--- src/rtl/sync_serial_port.sv ---
module sync_serial_port #(
  parameter int DW = 8,
  parameter int DIVW = 8,
  parameter int PRE_MID = 8,
  parameter int PRE_SLOW = 32
) (
  input  logic            clk,
  input  logic            rst_n,
  input  logic            cfg_tx_en,
  input  logic            cfg_rx_en,
  input  logic            cfg_ext,
  input  logic            cfg_pol,
  input  logic            cfg_irq_sel,
  input  logic [1:0]      cfg_src,
  input  logic [DIVW-1:0] cfg_div,
  input  logic            tx_wr,
  input  logic [DW-1:0]   tx_data,
  input  logic            rx_rd,
  output logic [DW-1:0]   rx_data,
  input  logic            tx_irq_ack,
  input  logic            rx_irq_ack,
  input  logic            sck_in,
  output logic            sck_out,
  output logic            sck_oe,
  output logic            sdo,
  input  logic            sdi,
  output logic            tx_buf_empty,
  output logic            tx_idle,
  output logic            rx_full,
  output logic            rx_overrun,
  output logic            tx_irq,
  output logic            rx_irq
);
  localparam int PW = $clog2(PRE_SLOW);
  localparam int BW = $clog2(DW);

  logic [PW-1:0]   pre, pre_lim;
  logic [DIVW-1:0] hcnt;
  logic [2:0]      ck_s;
  logic [BW-1:0]   bitcnt;
  logic [DW-1:0]   tbuf, tsr, rsr;
  logic            buf_full, active, phase;
  logic            tick, expire, ext_edge, launch, sample;
  logic            start, frame_end, reload, load;

  always_comb begin
    case (cfg_src)
      2'd0:    pre_lim = '0;
      2'd1:    pre_lim = PW'(PRE_MID - 1);
      default: pre_lim = PW'(PRE_SLOW - 1);
    endcase
  end

  assign tick      = (pre == pre_lim);
  assign expire    = active && !cfg_ext && tick && (hcnt == cfg_div);
  assign ext_edge  = active && cfg_ext && (ck_s[1] ^ ck_s[2]);
  assign launch    = (expire && !phase) || (ext_edge && (ck_s[1] == cfg_pol));
  assign sample    = (expire && phase)  || (ext_edge && (ck_s[1] != cfg_pol));
  assign start     = !active && cfg_tx_en && buf_full;
  assign frame_end = sample && (bitcnt == BW'(DW - 1));
  assign reload    = frame_end && cfg_tx_en && buf_full;
  assign load      = start || reload;

  assign sck_out      = cfg_pol ? phase : ~phase;
  assign sck_oe       = ~cfg_ext;
  assign tx_buf_empty = ~buf_full;
  assign tx_idle      = ~active;

  always_ff @(posedge clk or negedge rst_n) begin
    if (!rst_n) ck_s <= '1;
    else        ck_s <= {ck_s[1:0], sck_in};
  end

  always_ff @(posedge clk or negedge rst_n) begin
    if (!rst_n) begin
      pre  <= '0;
      hcnt <= '0;
    end else if (!active) begin
      pre  <= '0;
      hcnt <= '0;
    end else if (tick) begin
      pre  <= '0;
      hcnt <= (hcnt == cfg_div) ? '0 : hcnt + 1'b1;
    end else begin
      pre  <= pre + 1'b1;
    end
  end

  always_ff @(posedge clk or negedge rst_n) begin
    if (!rst_n) begin
      active <= 1'b0;
      phase  <= 1'b0;
    end else begin
      if (!cfg_tx_en)                  active <= 1'b0;
      else if (start)                  active <= 1'b1;
      else if (frame_end && !buf_full) active <= 1'b0;
      if (!cfg_tx_en || !active)       phase <= 1'b0;
      else if (expire)                 phase <= ~phase;
    end
  end

  always_ff @(posedge clk or negedge rst_n) begin
    if (!rst_n) begin
      tbuf     <= '0;
      buf_full <= 1'b0;
      tsr      <= '0;
      sdo      <= 1'b1;
      bitcnt   <= '0;
    end else begin
      if (tx_wr) tbuf <= tx_data;
      buf_full <= tx_wr || (buf_full && !load);
      if (load) begin
        tsr    <= tbuf;
        bitcnt <= '0;
      end else begin
        if (launch) begin
          sdo <= tsr[0];
          tsr <= tsr >> 1;
        end
        if (sample) bitcnt <= bitcnt + 1'b1;
      end
    end
  end

  always_ff @(posedge clk or negedge rst_n) begin
    if (!rst_n) begin
      rsr        <= '0;
      rx_data    <= '0;
      rx_full    <= 1'b0;
      rx_overrun <= 1'b0;
    end else begin
      if (sample) rsr <= {sdi, rsr[DW-1:1]};
      if (frame_end && cfg_rx_en) begin
        rx_data    <= {sdi, rsr[DW-1:1]};
        rx_full    <= 1'b1;
        rx_overrun <= rx_full && !rx_rd;
      end else if (rx_rd) begin
        rx_full    <= 1'b0;
        rx_overrun <= 1'b0;
      end
    end
  end

  always_ff @(posedge clk or negedge rst_n) begin
    if (!rst_n) begin
      tx_irq <= 1'b0;
      rx_irq <= 1'b0;
    end else begin
      if ((load && !cfg_irq_sel) || (frame_end && !reload && cfg_irq_sel)) tx_irq <= 1'b1;
      else if (tx_irq_ack) tx_irq <= 1'b0;
      if (frame_end && cfg_rx_en) rx_irq <= 1'b1;
      else if (rx_irq_ack)        rx_irq <= 1'b0;
    end
  end

  a_r5_write_fills_buffer: assert property (@(posedge clk) disable iff (!rst_n)
    tx_wr |=> !tx_buf_empty);
  a_r8_full_raises_irq: assert property (@(posedge clk) disable iff (!rst_n)
    $rose(rx_full) |-> rx_irq);
  a_r7_disable_stops: assert property (@(posedge clk) disable iff (!rst_n)
    !cfg_tx_en |=> tx_idle);
  a_r9_overrun_needs_full: assert property (@(posedge clk) disable iff (!rst_n)
    $rose(rx_overrun) |-> $past(rx_full));
  a_r3_idle_level: assert property (@(posedge clk) disable iff (!rst_n)
    (tx_idle && !cfg_ext) |-> (sck_out != cfg_pol));
  a_r10_irq_holds: assert property (@(posedge clk) disable iff (!rst_n)
    (tx_irq && !tx_irq_ack) |=> tx_irq);
endmodule

--- config.mk ---
export PLATFORM = sky130hd
export DESIGN_NAME = sync_serial_port
export DESIGN_NICKNAME = d
export VERILOG_FILES = /design/src/rtl/sync_serial_port.sv
export SDC_FILE = /design/constraint.sdc
export NUM_CORES = 1
export LEC_CHECK = 0
export ABC_AREA = 0
export BUFFER_PORTS_ARGS = -buffer_cell sky130_fd_sc_hd__buf_2
export CORE_MARGIN = 8
export CORE_UTILIZATION = 45
export CTS_BUF_LIST = sky130_fd_sc_hd__clkbuf_16
export DETAILED_ROUTE_END_ITERATION = 8
export GPL_ROUTABILITY_DRIVEN = 0
export PLACE_DENSITY = 0.74
export SYNTH_ARGS = -nofsm -noshare
export SYNTH_HDL_FRONTEND = slang
export SYNTH_SLANG_ARGS = --single-unit
--- constraint.sdc ---
create_clock -name clk -period 2 [get_ports clk]
set_input_delay 0.3 -clock clk [delete_from_list [all_inputs] [get_ports clk]]
set_output_delay 0.3 -clock clk [all_outputs]
set_load 0.1 [all_outputs]
==> impl_metrics.ini <==
[run_status]
status = complete, but fails checks
violations = negative setup slack

[synth]
syn-num-nets = 256
netlist_area_um2 = 2650
synth.avg_cell_area_um2 = 12.0
yosys_warnings = 0
synth_edf_count = 0
netlist_instances = 221
ys.flop_type = dfrtp_1
synth_cell_types = 40
synth_seq_cells = 58
async_flop_share_pct = 100
seq_area_frac_synth_pct = 55.0

[routing]
vias_per_cell = 5.06
firstDrtPassIters = 6
drt_wl_total_um = 5970
ant_nets = 0
vias = 1984
drt_iter0_drc = 64
drc = 0
detail_route.wl_per_cell_um = 15.2

[grt]
grt_max_degree = 37
antenna_found_initial = 0
grt_overflow = 0
globalRouteMet1Util_pct = 16.9
globalRouteMet2Util_pct = 23.9
grt_first_pass_wirelength_um = 9810
grt_pass1_vias = 2089
grt_use_met3_pct = 3.64
grt_use_total_pct = 14.5
grt_busiest_layer = met2

[final_layout]
final_common_cell = dfrtp_1
drive_gt1_share_pct = 47.3
design_area_um2 = 3720
layout_common_cells = 54 x dfrtp_1, 47 x buf_2, 30 x buf_4, 17 x nand2_1, 14 x mux2_4
areaGrowthSynthToFinish_pct = 40.5
layout.nets = 347
antenna_cells = 0
utilization_pct = 63.9

[timing]
rsz0062_at_grt = yes
final_hold_viol_count = 0
slew_headroom_pct = 64.6
fin_setup_tns_ps = -4450
fmax_ghz = 0.458
worst_pin_slew_ps = 531
drv_slew = 0
fin_crit_sh_pct = 109
finalClockSkew_ps = 4.78
report.final.setup_viol = 29
finalWorstSetupSlack_ps = -183
period_minus_slack_ps = 2180

[clocking]
clock_latency_ps = 320
cts_inserted_buffers = 9
cts-root-buf = clkbuf_16
clk_pin_slew_worst_paths_ps = 50
cts_tree = built
htreeDepth = 3
cts_buffer_depth = 2
clock-sinks = 58

[worst_setup_path]
slowest_stage = o41ai_4
r2r_start = hcnt[2]$_DFFE_PN0P_
startpoint_type = register
crit_fanout = 6
crit_chain = xor2_1 > nor4_4 > nand2_4 > o41ai_4 > buf_4 > buf_8 > mux2_4
worst-path-buf-inv = 2
reg2reg_slack_ps = -180
startpoint = hcnt[2]$_DFFE_PN0P_
crit_end = rsr[1]$_DFFE_PN0P_
critPathMaxStageDelay_ps = 400
cp_data_arrival_time_ps = 2390
setup.worst_path.class = register to register
end_kind = register
crit_cells = 7
cp_data_required_time_ps = 2200
timing.rr.end = rsr[1]$_DFFE_PN0P_
r2r_cells = 7
crit_family = simple AND/OR/NAND/NOR gates

[die]
die_w_um = 92.7
pin_count = 48
initial_core_util_pct = 45.5
die_area_um2 = 8590
die_height_um = 92.7
rows = 28
core_um2 = 5820

[power]
cellLeakagePower_nw = 1.91
total_power_mw = 3.51
max-vdd-ir-drop_mv = 0.487
power_density_nw_per_um2 = 944

[worst_hold_path]
holdCritPathClass = input pin to register

[placed_design]
io_buffers = 47
placed_area_um2 = 3180
hpwl_um = 3980

[flow_run]
maxCapViolCount = 0
==> power by group <==
part | internal [mW] | total (mW) | switching (mW)
Clock | 0.948 | 1.46 | 0.513
Sequential | 1.33 | 1.42 | 0.0870
Combinational | 0.268 | 0.630 | 0.362
==> repair_timing <==
action,in CTS,in global routing
buffers inserted,7,4
hold buffers,1,0
gates resized for setup,13,24
pin swaps,5,15
hold endpoints to repair,22,0
setup endpoints to repair,29,35
gates cloned,1,0
==> worst reg2reg max path, cell delays in order, from the launching register on <==
cell     delay (ps)
dfrtp_1         390
xor2_1          180
nor4_4          370
nand2_4         110
o41ai_4         400
buf_4           190
buf_8           130
mux2_4          300
==> cell type report <==
class                      instances  area (µm²)
tap                               75        93.8
inverter                          12        48.8
multi-input combinational        146        1260
sequential                        58        1460
clock inverter                     7        61.3
fill                             454        2100
clock buffer                       9         225
timing repair buffer              85         571
==> synth_stat cells, types with 2 or more instances <==
cell type   n  area share, %
dfrtp_1    54             51
nand2_1    20            2.8
mux2_2     17            7.2
inv_1      12            1.7
xor2_1     12            4.0
nand2b_1    9            2.1
nor2_1      9            1.3
o21ai_0     9            1.7
nand3_1     8            1.5
mux2_4      7            4.0
o221ai_1    7            2.3
mux2i_1     5            1.9
a21oi_1     4           0.76
and3_1      4           0.95
dfstp_2     4            4.0
ha_1        4            1.9
xnor2_1     4            1.3
a22o_1      3           0.99
nor2b_1     3           0.71
clkbuf_1    2           0.28
nand2_2     2           0.47
nor3_1      2           0.38
nor4_1      2           0.47
o2bb2ai_1   2           0.66
==> through the flow <==
stage / setup slack [ps] / std cells / hold slack (ps)
after CTS: -181 / 389 / 71.1
after global placement: -259 / 364 / 303
after detailed placement: -286 / 364 / 310
after global routing: -322 / 392 / 70.6
after floorplan: -112 / 221 / 4.41
final: -183 / 392 / 81.6
==> state kept, by name, indices dropped and copies added, names as in the netlist, 3 cells and up <==
register / cells
hcnt: 8
rx_data: 8
tbuf: 8
tsr: 8
rsr: 7
pre: 5
bitcnt: 3
ck_s: 3
==> worst min path at each step <==
| stage | from | to | slack (ps) | cells past startpoint |
|---|---|---|---|---|
| 2_1_floorplan | rst_n | active$_DFFE_PN0P_ | 4 | 0 |
| 3_3_place_gp | rst_n | hcnt[7]$_DFFE_PN0P_ | 300 | 1 |
| 3_5_place_dp | rst_n | hcnt[6]$_DFFE_PN0P_ | 310 | 1 |
| 4_1_cts | sck_in | ck_s[0]$_DFF_PN1_ | 70 | 1 |
| 5_1_grt | sck_in | ck_s[0]$_DFF_PN1_ | 70 | 1 |
| 6_report | sck_in | ck_s[0]$_DFF_PN1_ | 80 | 1 |
==> per-layer routing <==
metal,routed length (µm),vias up,part of all wire [%]
met2,2950,55,49
met5,0,-,0
met4,121,0,2.0
li1,-,959,-
met1,2610,960,44
met3,287,10,4.8
==> logic make-up (layout without fill, tap and decap cells) <==
group / count (synthesis) / after routing / synth area share, %
DFF: 58 / 58 / 55.0
AOI/OAI and AO/OA: 33 / 33 / 9.55
muxes: 29 / 29 / 13.1
and+or+nand+nor: 64 / 64 / 12.2
buffers and inverters: 17 / 113 / 2.88
xor gates and xnor gates: 16 / 16 / 5.30
adders and majority gates: 4 / 4 / 1.89
Note: power is estimated with default switching activity, not from simulation.
